<file path="src/rtl/act_guard_pkg.sv">
package act_guard_pkg;

    typedef enum logic [2:0] {
        CMD_NOP = 3'd0,
        CMD_ACT = 3'd1,
        CMD_RD  = 3'd2,
        CMD_WR  = 3'd3,
        CMD_PRE = 3'd4
    } cmd_e;

    typedef struct packed {
        logic is_act;
        logic is_rw;
        logic is_pre;
    } cmd_dec_t;

    // ceiling of a nanosecond limit over the clock period, never below one
    function automatic int ns_to_cyc(input int t_ns, input int tck_ps);
        int c;
        c = (t_ns * 1000 + tck_ps - 1) / tck_ps;
        if (c < 1) c = 1;
        return c;
    endfunction

    // bits needed to hold values 0..n
    function automatic int cnt_bits(input int n);
        int w;
        w = 1;
        while ((1 << w) <= n) w++;
        return w;
    endfunction

    function automatic int max3(input int a, input int b, input int c);
        int m;
        m = a;
        if (b > m) m = b;
        if (c > m) m = c;
        return m;
    endfunction

    function automatic cmd_dec_t decode(input logic [2:0] code);
        cmd_dec_t d;
        d.is_act = (code == CMD_ACT);
        d.is_rw  = (code == CMD_RD) || (code == CMD_WR);
        d.is_pre = (code == CMD_PRE);
        return d;
    endfunction

endpackage

</file>
<file path="src/rtl/act_guard_bank.sv">
module act_guard_bank #(
    parameter int ROW_W = 12,
    parameter int CW = 4,
    parameter logic [CW-1:0] LD_RCD = '0,
    parameter logic [CW-1:0] LD_RC = '0
) (
    input  logic             clk,
    input  logic             rst,
    input  logic             act_go,
    input  logic             pre_go,
    input  logic [ROW_W-1:0] row_in,
    output logic             is_open,
    output logic [ROW_W-1:0] row_q,
    output logic             rcd_done,
    output logic             rc_done
);
    logic [CW-1:0] rcd_cnt;
    logic [CW-1:0] rc_cnt;

    always_ff @(posedge clk) begin
        if (rst) begin
            is_open <= 1'b0;
            row_q   <= '0;
            rcd_cnt <= '0;
            rc_cnt  <= '0;
        end else if (act_go) begin
            is_open <= 1'b1;
            row_q   <= row_in;
            rcd_cnt <= LD_RCD;
            rc_cnt  <= LD_RC;
        end else begin
            if (pre_go) is_open <= 1'b0;
            if (rcd_cnt != '0) rcd_cnt <= rcd_cnt - 1'b1;
            if (rc_cnt != '0) rc_cnt <= rc_cnt - 1'b1;
        end
    end

    assign rcd_done = (rcd_cnt == '0);
    assign rc_done  = (rc_cnt == '0);
endmodule

</file>
<file path="src/rtl/act_guard_spacing.sv">
module act_guard_spacing #(
    parameter int CW = 4,
    parameter logic [CW-1:0] LD = '0
) (
    input  logic clk,
    input  logic rst,
    input  logic load,
    output logic done
);
    logic [CW-1:0] cnt;

    always_ff @(posedge clk) begin
        if (rst)              cnt <= '0;
        else if (load)        cnt <= LD;
        else if (cnt != '0)   cnt <= cnt - 1'b1;
    end

    assign done = (cnt == '0);
endmodule

</file>
<file path="src/rtl/act_guard_flag.sv">
module act_guard_flag #(
    parameter int BW = 2
) (
    input  logic          clk,
    input  logic          rst,
    input  logic          hit,
    input  logic [BW-1:0] hit_bank,
    output logic          viol,
    output logic [BW-1:0] viol_bank
);
    always_ff @(posedge clk) begin
        if (rst) begin
            viol      <= 1'b0;
            viol_bank <= '0;
        end else if (hit && !viol) begin
            viol      <= 1'b1;
            viol_bank <= hit_bank;
        end
    end
endmodule

</file>
<file path="src/rtl/sdram_act_guard.sv">
module sdram_act_guard
    import act_guard_pkg::*;
#(
    parameter int NBANKS = 4,
    parameter int ROW_W = 12,
    parameter int TCK_PS = 4000,
    parameter int TRCD_NS = 10,
    parameter int TRC_NS = 30,
    parameter int TRRD_NS = 6
) (
    input  logic                      clk,
    input  logic                      rst,
    input  logic [2:0]                cmd_in,
    input  logic [1:0]                bank_in,
    input  logic [ROW_W-1:0]          row_in,
    output logic [NBANKS-1:0]         bank_open,
    output logic [NBANKS*ROW_W-1:0]   open_rows,
    output logic [NBANKS-1:0]         may_act,
    output logic [NBANKS-1:0]         may_rw,
    output logic                      viol,
    output logic [1:0]                viol_bank
);
    localparam int NRCD = ns_to_cyc(TRCD_NS, TCK_PS);
    localparam int NRC  = ns_to_cyc(TRC_NS, TCK_PS);
    localparam int NRRD = ns_to_cyc(TRRD_NS, TCK_PS);
    localparam int CW   = cnt_bits(max3(NRCD, NRC, NRRD));
    localparam logic [CW-1:0] LD_RCD = CW'(NRCD - 1);
    localparam logic [CW-1:0] LD_RC  = CW'(NRC - 1);
    localparam logic [CW-1:0] LD_RRD = CW'(NRRD - 1);

    cmd_dec_t dec;
    logic act_ok, act_bad, rw_bad, act_take;
    logic rrd_done;
    logic [NBANKS-1:0] rcd_done, rc_done;

    assign dec      = decode(cmd_in);
    assign act_ok   = may_act[bank_in];
    assign act_take = dec.is_act && act_ok;
    assign act_bad  = dec.is_act && !act_ok;
    assign rw_bad   = dec.is_rw && !may_rw[bank_in];

    for (genvar i = 0; i < NBANKS; i++) begin : g_bank
        act_guard_bank #(
            .ROW_W(ROW_W), .CW(CW), .LD_RCD(LD_RCD), .LD_RC(LD_RC)
        ) u_bank (
            .clk      (clk),
            .rst      (rst),
            .act_go   (act_take && (bank_in == i)),
            .pre_go   (dec.is_pre && (bank_in == i)),
            .row_in   (row_in),
            .is_open  (bank_open[i]),
            .row_q    (open_rows[i*ROW_W +: ROW_W]),
            .rcd_done (rcd_done[i]),
            .rc_done  (rc_done[i])
        );
        assign may_act[i] = !bank_open[i] && rc_done[i] && rrd_done;
        assign may_rw[i]  = bank_open[i] && rcd_done[i];
    end

    act_guard_spacing #(.CW(CW), .LD(LD_RRD)) u_rrd (
        .clk  (clk),
        .rst  (rst),
        .load (act_take),
        .done (rrd_done)
    );

    act_guard_flag #(.BW(2)) u_flag (
        .clk       (clk),
        .rst       (rst),
        .hit       (act_bad || rw_bad),
        .hit_bank  (bank_in),
        .viol      (viol),
        .viol_bank (viol_bank)
    );
endmodule

</file>
<file path="config.mk">
export PLATFORM = sky130hd
export DESIGN_NAME = sdram_act_guard
export DESIGN_NICKNAME = d
export VERILOG_FILES = /design/src/rtl/act_guard_pkg.sv /design/src/rtl/act_guard_bank.sv /design/src/rtl/act_guard_spacing.sv /design/src/rtl/act_guard_flag.sv /design/src/rtl/sdram_act_guard.sv
export SDC_FILE = /design/constraint.sdc
export NUM_CORES = 1
export LEC_CHECK = 0
export BUFFER_PORTS_ARGS = -buffer_cell sky130_fd_sc_hd__buf_2
export CAP_MARGIN = 40
export CORE_MARGIN = 3
export CORE_UTILIZATION = 49
export DETAILED_ROUTE_END_ITERATION = 8
export PLACE_DENSITY = 0.76
export SYNTH_ARGS = -nofsm -noshare
export SYNTH_HDL_FRONTEND = slang
export SYNTH_SLANG_ARGS = --single-unit
export TNS_END_PERCENT = 30
</file>
<file path="constraint.sdc">
create_clock -name clk -period 2.7 [get_ports clk]
set_input_delay 0.54 -clock clk [delete_from_list [all_inputs] [get_ports clk]]
set_output_delay 0.54 -clock clk [all_outputs]
set_load 0.01 [all_outputs]
</file>
Yosys cells after proc, flatten, opt, wreduce, memory -nomap -nowiden
Index checks and enable logic that the tools add are counted.

word-level totals
  flip-flop bits (word level) = 91
  input port bits = 19
  output and inout bits = 63
  word-level logic and storage cells = 145

operators by class
  $add $sub $neg = 9
  magnitude comparators = 1
  equal/unequal tests = 7
  mux-type cells = 30
  reductions and logical operators = 70

operators by type and width
  kind                                                                  number
  4-bit zero test                                                       9
  4-bit nonzero test                                                    9
  4-bit by 1-bit subtractor with 4-bit output, second input constant    9
  2-bit nonzero test                                                    13
  1-bit logical AND                                                     24
  3-bit 2-to-1 mux                                                      8
  2-bit 2-to-1 mux                                                      8
  1-bit 2-to-1 mux                                                      12
  2-bit OR reduction                                                    5
  1-bit zero test                                                       7
  3-bit by 2-bit == test with 1-bit output, second input constant       2
  1-bit binary-select mux with 2-bit select                             2
  2-bit == test, second input constant                                  2
  3-bit by 1-bit == test with 1-bit output, second input constant       1
  3-bit == test, second input constant                                  1
  2-bit by 3-bit < comparator with 1-bit output, second input constant  1
  2-bit by 1-bit == test with 1-bit output, second input constant       1
  2-bit zero test                                                       1
  1-bit logical OR                                                      2

Longest topological paths before layout
Gate-level depths: netlist (run 1).

  depth after elaboration = 9
  depth in mapped cells = 10
  gate-level depth less buffers = 7

Hierarchy
From an unflattened synthesis (run 1), not the netlist that was laid out.

second synthesis, totals
  cell total of the unflattened synthesis = 379
  area, all modules = 3812.4 sq um

modules (own cells, without submodules)
  module             instances  cells an instance  area each (sq um)
  act_guard_bank     4          78                 808.3
  sdram_act_guard    1          35                 250.2
  act_guard_spacing  1          20                 202.7
  act_guard_flag     1          12                 126.4

Worst setup path before layout (run 1)
No wires, ideal clock.

  kind = flip-flop to flip-flop
  from = register g_bank[2].u_bank.rc_cnt[0]
  to = register g_bank[2].u_bank.row_q[10]
  data arrival time = 2.546 ns
  setup slack = 0.029 ns
  stages on the path, launching flop included = 11
  path buffers = 3
  period minus slack after synthesis = 2.671 ns
  path through = dfxtp_1 inv_1 ha_1 or3b_1 buf_2 o32a_1 buf_6 a2111oi_4 buf_6 mux2i_1 nor2_1

on the way
  cells in the longest elaborated chain, start to end = 7

ends and longest elaborated chain
  item                                       line                   text
  from (decl)                                act_guard_bank.sv:18   logic [CW-1:0] rc_cnt;
  from (signal assigned)                     act_guard_bank.sv:34   if (rc_cnt != '0) rc_cnt <= rc_cnt - 1'b1;
  4-bit zero test                            act_guard_bank.sv:39   assign rc_done = (rc_cnt == '0);
  1-bit logical AND (2 in series)            sdram_act_guard.sv:56  assign may_act[i] = !bank_open[i] && rc_done[i] && rrd_done;
  1-bit binary-select mux with 2-bit select  sdram_act_guard.sv:37  assign act_ok = may_act[bank_in];
  1-bit 2-to-1 mux (not written as such)     sdram_act_guard.sv:37
  1-bit logical AND                          sdram_act_guard.sv:38  assign act_take = dec.is_act && act_ok;
  1-bit logical AND                          sdram_act_guard.sv:48  .act_go (act_take && (bank_in == i)),
  to (signal assigned)                       act_guard_bank.sv:28   row_q <= row_in;
  to (decl)                                  act_guard_bank.sv:13   output logic [ROW_W-1:0] row_q,

No other way between the ends. The select of a mux whose other input is x is not followed.
A chain may end at the register's enable or synchronous reset.

Worst setup path after layout (run 1)
  from = register u_rrd.cnt[0]
  to = output port may_act[2]

on the way
  cells in the longest elaborated chain, start to end = 2

ends and longest elaborated chain
  item                    line                     text
  from (decl)             act_guard_spacing.sv:10  logic [CW-1:0] cnt;
  from (signal assigned)  act_guard_spacing.sv:15  else if (cnt != '0) cnt <= cnt - 1'b1;
  4-bit zero test         act_guard_spacing.sv:18  assign done = (cnt == '0);
  1-bit logical AND       sdram_act_guard.sv:56
  to (decl)               sdram_act_guard.sv:18    output logic [NBANKS-1:0] may_act,

No other way between the ends.

==> results_dict.tcl, run 1 <==
set metrics [dict create \
    vdd_ir_drop_max_mv 0.389 \
    drcViolationCount 0 \
    drive_gt1_share_pct 26.4 \
    cts_tree "done" \
    grt-ovfl-total 0 \
    rsz0062_at_grt "false" \
    finalWorstPathRequiredPeriod_ns 2.53 \
    ys_warn_count 0 \
    arrival_ns 1.99 \
    grt_pass1_vias 3032 \
    yosysMostFrequentCell "dfxtp_1" \
    ant_nets 0 \
    cts.htree.levels 3 \
    synth_seq_cells 91 \
    synth_ff_type "dfxtp_1" \
    grt_use_total_pct 19.6 \
    outcome "finished clean" \
    cts_resized 0 \
    cap_violations 0 \
    critical_path_class "flop to output port" \
    vias 3147 \
    gp_congestion 0.766 \
    dp_hpwl_um 6140 \
    crit_path_start_kind "flop" \
    multi_input_area_um2 1890 \
    start_util_pct 50.6 \
    yosys-top-cells-count "dfxtp_1, nor2_1, mux2i_1, a21oi_1, nor3_1" \
    max_freq_mhz 395 \
    worst_pin_slew_ns 0.719 \
    cts_max_path_buffers 2 \
    slew_headroom_pct 52.0 \
    fin_crit_sh_pct 93.9 \
    hold_buffers 0 \
    cts_buffers 9 \
    hp-class "input port to flop" \
    synth.area.top_cells "dfxtp_1, mux2i_1, nor2_1" \
    power_density_nw_per_um2 802 \
    synth_area_per_cell_um2 9.59 \
    io_buffer_count 81 \
    wl_per_cell_um 14.5 \
    synth-edff-count 0 \
    setup_tns_ns 0 \
    fill_cells 703 \
    grt_pass1_wl_um 14200 \
    n_antenna_cell 0 \
    setup_viol 0 \
    clk_latency_ns 0.36 \
    row_count 32 \
    finClkSkew_ns 0.0162 \
    firstDrtPassIters 5 \
    finalMaxSlewViolations 0 \
    async_flop_share_pct 0 \
    path_max_fanout 14 \
    endpoint_kind "output port" \
    synthCells 410 \
    die_area_um2 9140 \
    clock-sinks 91 \
    die_w_um 95.6 \
    yosysTopAreaCell "dfxtp_1" \
    ys_seq_area_share_pct 46.3 \
    cts_setup_buffers 0 \
    power_leakage_nw 1.90 \
    power_mw 3.71 \
    yosysUniqueCellTypes 40 \
    synth_fp_nets 439 \
    core_area_um2 7770 \
    cts_root_buf "clkbuf_8" \
    synth_top_area_share_pct 46.3 \
    cp.required_ns 2.16 \
    via_per_inst 5.30 \
    io_pins 82 \
    routed_wl_um 8640 \
    hold_violations 0 \
    antenna_found_initial 0 \
    final_util_pct 59.6 \
    netlist_area_um2 3930 \
    grt_max_degree 66 \
    clkTransAtPathRegs_ns 0.11 \
    drt_iter0_drc 103 \
    regArea_um2 1820 \
    final_nets 516 \
    area_delta_synth_final_pct 17.7 \
    die_h_um 95.6 \
]
-- final timing paths --
check / depth (start not counted) / startpoint / slack, ns / endpoint
setup / recovery: 5 / u_rrd.cnt[0] / 0.17 / may_act[2]
hold reg to reg: 2 / u_flag.viol_bank[0] / 0.47 / u_flag.viol_bank[0]
hold / removal: 3 / row_in[9] / 0.47 / g_bank[2].u_bank.row_q[9]
setup reg to reg: 8 / g_bank[2].u_bank.rc_cnt[0] / 0.18 / g_bank[1].u_bank.row_q[2]
-- area by class of cell --
class,instances,share of cell area [%]
clock inverters,7,1.49
well taps,102,2.76
multi-input cells,277,40.8
flip-flops and latches,91,39.3
repair buffers,94,11.8
clock buffers,9,2.67
inverters,14,1.13
-- where the power goes --
part / leakage, nW / internal, mW / switching, mW
clock: 0.0997 / 0.362 / 0.537
sequential: 0.738 / 1.50 / 0.111
combinational: 1.07 / 0.542 / 0.663
-- sequential cells by signal, indices dropped and copies added (netlist names) --
register,cells
g_bank.u_bank.row_q,48
g_bank.u_bank.rc_cnt,16
g_bank.u_bank.rcd_cnt,16
g_bank.u_bank.is_open,4
u_rrd.cnt,4
u_flag.viol_bank,2
u_flag.viol,1
-- cells in the final DEF (no fill, tap or decap), types with 4 or more instances in the layout --
master / n
nor2_1: 63
mux2_2: 5
nand3b_1: 4
nor3_1: 22
buf_2: 81
or3_1: 6
inv_1: 14
o31ai_1: 4
a2111oi_4: 4
dfxtp_1: 91
ha_1: 10
clkbuf_8: 9
mux2i_1: 50
nand2_1: 16
a21oi_1: 23
a31oi_1: 4
xnor2_1: 5
buf_4: 8
nor4_1: 5
nand2b_1: 6
o21ai_0: 20
-- cells by family after synthesis --
kind of cell	synth area share (%)
xor+xnor	1.34
mux	14.2
simple gates	17.4
buf+inv	6.04
compound gates	11.6
flops	46.3
fa+ha+maj	3.18
-- routing by layer --
layer / vias to the layer above / global-route usage [%] / routed length [um]
met4: 0 / 7.58 / 154
met1: 1477 / 24.8 / 3990
met5: - / 0 / 0
met2: 89 / 31.4 / 3860
li1: 1569 / - / -
met3: 12 / 5.76 / 639
-- critical path, cell delays in order, from the launching register on --
cell and delay [ns]:
dfxtp_1 0.32, inv_1 0.12, ha_1 0.20, nand2_1 0.41, nor3_1 0.39, buf_2 0.19
-- metrics by stage --
| step | worst slack (ns) | instance area [um^2] | hold WS (ns) | cells |
|---|---|---|---|---|
| global route | 0.0124 | 4630 | 0.477 | 594 |
| finish | 0.166 | 4630 | 0.468 | 594 |
| global placement | 0.0920 | 4420 | 0.462 | 578 |
| detailed placement | 0.0333 | 4420 | 0.464 | 578 |
| floorplan | 0.0287 | 3930 | 0.461 | 410 |
| CTS | 0.0486 | 4610 | 0.463 | 594 |
Note: power is estimated with default switching activity, not from simulation.
==> inputs of run 2 (changes only) <==
==> constraint.sdc (replaced) <==
create_clock -name clk -period 2.7 [get_ports clk]
set_input_delay 0 -clock clk [delete_from_list [all_inputs] [get_ports clk]]
set_output_delay 0 -clock clk [all_outputs]
set_load 0.01 [all_outputs]
==> run 2 against run 1 <==
  * Register-to-register slack hardly changed
  * Hold slack worse by 0.45 ns
  * Final cell count is 1.7% higher
  * First-iteration DRC count is 44% higher
  * Sequential power hardly changed
  * Combinational power hardly changed
  * Highest routed layer unchanged
  * Cell area is 2.3% higher
  * Clock-buffer cell count is 1 higher
  * Utilization is 1.4 points higher
  * Critical endpoint is now g_bank[3].u_bank.row_q[3]
  * Maximum frequency is 0.36% higher
  * Critical path depth is 3 higher
==> results_dict.tcl, run 2 (synthesis results as in run 1) <==
set metrics [dict create \
    ant_nets 0 \
    drive_gt1_share_pct 25.5 \
    cts_tree "done" \
    firstDrtPassIters 4 \
    grt-ovfl-total 0 \
    gp_congestion 0.783 \
    die_h_um 95.6 \
    dp_hpwl_um 6120 \
    row_count 32 \
    reg2reg_from "g_bank[2].u_bank.rc_cnt[0]" \
    hp-class "input port to flop" \
    crit_path_start_kind "flop" \
    finalMaxSlewViolations 0 \
    final_cell_area_um2 4740 \
    core_area_um2 7770 \
    drt_iter0_drc 148 \
    start_util_pct 50.6 \
    rsz0062_at_grt "false" \
    largest_reg_flops 48 \
    io_buffer_count 81 \
    n_antenna_cell 0 \
    setup_viol 0 \
    cts_buffers 9 \
    grt_pass1_wl_um 14500 \
    hold_violations 0 \
    power_density_nw_per_um2 790 \
    cts.htree.levels 3 \
    regMostFlops "g_bank.u_bank.row_q" \
    grt_pass1_vias 3117 \
    power_leakage_nw 1.94 \
    via_per_inst 5.25 \
    endpoint_kind "flop" \
    wl_per_cell_um 14.4 \
    final_nets 526 \
    cts_setup_buffers 0 \
    io_pins 82 \
    critPathMaxStageDelay_ns 0.49 \
    cts_max_path_buffers 2 \
    min_from "bank_in[1]" \
    setup_tns_ns 0 \
    finalWorstPathRequiredPeriod_ns 2.52 \
    power_mw 3.74 \
    arrival_ns 2.73 \
    cp.required_ns 2.91 \
    fin_crit_sh_pct 93.5 \
    routed_wl_um 8700 \
    placed_cell_area_um2 4400 \
    area_delta_synth_final_pct 20.4 \
    max_freq_mhz 396 \
    layout.cells.most_common_list "dfxtp_1, buf_2, nor2_1, mux2i_1, a21oi_1" \
    critical_path_class "flop to flop" \
    cp_slowest_cell "o32a_2" \
    vias 3170 \
    grt_use_total_pct 20.2 \
    drcViolationCount 0 \
    slew_headroom_pct 47.3 \
    reg_top3 "g_bank.u_bank.row_q (48), g_bank.u_bank.rc_cnt (16), g_bank.u_bank.rcd_cnt (16)" \
    crit_start "g_bank[2].u_bank.rc_cnt[0]" \
    clk_latency_ns 0.36 \
    die_w_um 95.6 \
    path_max_fanout 7 \
    cap_violations 0 \
    die_area_um2 9140 \
    final_common_cell "dfxtp_1" \
    outcome "finished clean" \
    cts_root_buf "clkbuf_8" \
    worstPathCellList "inv_1 > ha_1 > or3b_1 > o32a_2 > a2111oi_4 > buf_4 > mux2i_1 > nor2_1" \
    grt_max_degree 47 \
    antenna_found_initial 0 \
    finClkSkew_ns 0.0109 \
    worst_pin_slew_ns 0.791 \
    clock-sinks 91 \
    clkTransAtPathRegs_ns 0.09 \
    vdd_ir_drop_max_mv 0.420 \
]
## run 2: cell count changes in the layout (fill, tap and decap cells not counted), sizes merged
cell	change
inv	-3
clkinv	-1
buf	-2
clkinvlp	+2
dlygate4sd3	+12
clkbuf	+1
bufinv	+1
## run 2: critical path, delay by kind of cell (launching register included)
family                     cells  cell delay, ns
AOI/OAI and AO/OA              2            0.89
adders and majority gates      1            0.18
buffers and inverters          2            0.33
DFF                            1            0.34
muxes                          1            0.21
and+or+nand+nor                2            0.44
## run 2: worst paths after layout
| path | to | slack [ns] | depth (start not counted) |
|---|---|---|---|
| max reg2reg | g_bank[3].u_bank.row_q[3] | 0.18 | 8 |
| min reg2reg | u_flag.viol_bank[0] | 0.48 | 2 |
| max | g_bank[3].u_bank.row_q[3] | 0.18 | 8 |
| min | u_flag.viol_bank[1] | 0.02 | 3 |
## run 2: metrics by stage
step / hold WS, ns / worst slack, ns / std cells / util [%]
finish: 0.0219 / 0.175 / 604 / 61.0
floorplan: 0.147 / 0.0287 / 410 / -
global placement: 0.283 / 0.173 / 576 / 56.7
CTS: 0.00431 / 0.0615 / 604 / 60.8
global route: 0.0347 / 0.0156 / 604 / 61.0
detailed placement: 0.293 / 0.0928 / 576 / 56.7
## run 2: area by class of cell
type,count,area [um^2]
clock buffers,10,138
fillers,660,3030
well taps,102,128
flip-flops and latches,91,1820
repair buffers,104,646
inverters,14,52.6
clock inverters,6,63.8
multi-input cells,277,1890
## run 2: power by group
part	internal (mW)	switching, mW
clock network	0.453	0.481
registers	1.50	0.111
logic	0.545	0.653
total	2.50	1.25
## run 2: repair_timing
| item | in CTS | in global routing |
|---|---|---|
| endpoints found under the hold margin | 48 | 0 |
| resized for setup | 0 | 3 |
| hold buffers | 12 | 0 |
| endpoints found under the setup margin | 0 | 39 |
## run 2: metal layers
layer  global-route usage, %  up-vias  routed length [um]
li1                        -     1594                   -
met1                    25.3     1487                3940
met2                    32.2       77                4010
met3                    7.10       12                 634
met4                    6.75        0                 122
met5                       0        -                   0
==> inputs of run 3 (changes only) <==
--- a/config.mk
+++ b/config.mk
@@ -8,9 +8,8 @@
 export BUFFER_PORTS_ARGS = -buffer_cell sky130_fd_sc_hd__buf_2
 export CAP_MARGIN = 40
 export CORE_MARGIN = 3
-export CORE_UTILIZATION = 49
+export CORE_UTILIZATION = 40
 export DETAILED_ROUTE_END_ITERATION = 8
-export PLACE_DENSITY = 0.76
 export SYNTH_ARGS = -nofsm -noshare
 export SYNTH_HDL_FRONTEND = slang
 export SYNTH_SLANG_ARGS = --single-unit
==> run 3 against run 2 <==
  * Die area increased by 21%
  * Routed wire length rose by 0.53%
  * Hold slack got worse by 0.0055 ns
  * Critical path type unchanged
  * Critical endpoint is now g_bank[1].u_bank.row_q[1]
==> results_dict.tcl, run 3 (synthesis results as in run 1) <==
set metrics [dict create \
    regMostFlops "g_bank.u_bank.row_q" \
    vdd_ir_drop_max_mv 0.306 \
    final_nets 526 \
    grt_use_total_pct 16.3 \
    drt_iter0_drc 110 \
    final_common_cell "dfxtp_1" \
    rsz0062_at_grt "false" \
    worstRegToRegCells 8 \
    clock-sinks 91 \
    setup_viol 0 \
    min_path_cells 3 \
    routed_wl_um 8750 \
    n_antenna_cell 0 \
    finClkSkew_ns 0.0121 \
    cts_tree "done" \
    io_buffer_count 81 \
    antenna_found_initial 0 \
    fin_cells 631 \
    path_max_fanout 16 \
    power_density_nw_per_um2 792 \
    cts.htree.levels 3 \
    final_cell_area_um2 4780 \
    grt_pass1_wl_um 14800 \
    area_delta_synth_final_pct 21.5 \
    cts_max_path_buffers 2 \
    cts_setup_buffers 0 \
    crit_path_start_kind "flop" \
    hold_violations 0 \
    outcome "finished clean" \
    max_freq_mhz 393 \
    slew_headroom_pct 53.1 \
    io_pins 82 \
    gp_congestion 0.761 \
    setup_tns_ns 0 \
    die_h_um 105 \
    endpoint_kind "flop" \
    placed_cell_area_um2 4440 \
    power_leakage_nw 1.94 \
    cap_violations 0 \
    die_area_um2 11100 \
    critical_path_class "flop to flop" \
    via_per_inst 4.97 \
    hp-class "input port to flop" \
    drcViolationCount 0 \
    layout.cells.most_common_list "dfxtp_1, buf_2, nor2_1, mux2i_1, a21oi_1" \
    reg_top3 "g_bank.u_bank.row_q (48), g_bank.u_bank.rc_cnt (16), g_bank.u_bank.rcd_cnt (16)" \
    die_w_um 105 \
    wl_per_cell_um 13.9 \
    clk_latency_ns 0.35 \
    grt-ovfl-total 0 \
    clkTransAtPathRegs_ns 0.09 \
    dp_hpwl_um 6310 \
    cp.required_ns 2.91 \
    ant_nets 0 \
    holdWs_ns 0.0164 \
    grt_max_degree 43 \
    timing.reg2reg.setup_slack_ns 0.15 \
    post-place-ws_ns 0.0732 \
    largest_reg_flops 48 \
    vias 3139 \
    fin_crit_sh_pct 94.3 \
    cts_buffers 9 \
    grt_pass1_vias 3041 \
    worst_pin_slew_ns 0.703 \
    finalMaxSlewViolations 0 \
    firstDrtPassIters 4 \
    cts_root_buf "clkbuf_8" \
    start_util_pct 41.8 \
    dp.cells 603 \
    finalWorstPathRequiredPeriod_ns 2.55 \
    core_area_um2 9420 \
    drive_gt1_share_pct 25.3 \
    arrival_ns 2.76 \
    row_count 35 \
    setup_ws_ns 0.155 \
]
[run 3: worst max-delay path, cell delays in order (launching register included)]
cell	delay, ns
dfxtp_1	0.34
inv_1	0.08
ha_1	0.19
or3b_1	0.38
o32a_1	0.51
a2111oi_4	0.41
buf_12	0.22
mux2i_1	0.22
nor2_1	0.06
[run 3: final cells by class]
| class | count | area [um^2] |
|---|---|---|
| inverter | 14 | 52.6 |
| fill | 915 | 4640 |
| timing repair buffer | 104 | 646 |
| clock buffer | 10 | 138 |
| clock inverter | 6 | 72.6 |
| multi-input combinational | 277 | 1890 |
| sequential | 91 | 1820 |
| tap | 129 | 161 |
[run 3: worst paths after layout]
kind,startpoint,to
setup / recovery,g_bank[1].u_bank.rc_cnt[0],g_bank[1].u_bank.row_q[1]
hold / removal,bank_in[1],u_flag.viol_bank[1]
setup reg to reg,g_bank[1].u_bank.rc_cnt[0],g_bank[1].u_bank.row_q[1]
hold reg to reg,u_flag.viol_bank[1],u_flag.viol_bank[1]
[run 3: where the power goes]
| part | internal (mW) | switching [mW] | leakage (nW) |
|---|---|---|---|
| Combinational | 0.561 | 0.667 | 1.10 |
| Sequential | 1.50 | 0.111 | 0.738 |
| Clock | 0.461 | 0.486 | 0.103 |
[run 3: stage by stage]
step	power, mW	util, %
after floorplan	2.57	-
after global placement	2.80	47.1
after detailed placement	2.84	47.1
after CTS	3.82	50.6
after global routing	4.08	50.8
final	3.78	50.8
[run 3: layer usage]
layer | vias to the layer above | global-route usage (%) | wire length (um)
li1 | 1590 | - | -
met2 | 79 | 24.8 | 3850
met1 | 1461 | 22.2 | 4180
met5 | - | 0 | 0
met4 | 0 | 4.87 | 113
met3 | 9 | 5.13 | 603
[run 3: repair_timing]
item	in CTS	in global routing
setup endpoints to repair	0	28
gates resized for setup	0	2
hold buffers	12	0
hold endpoints to repair	48	0
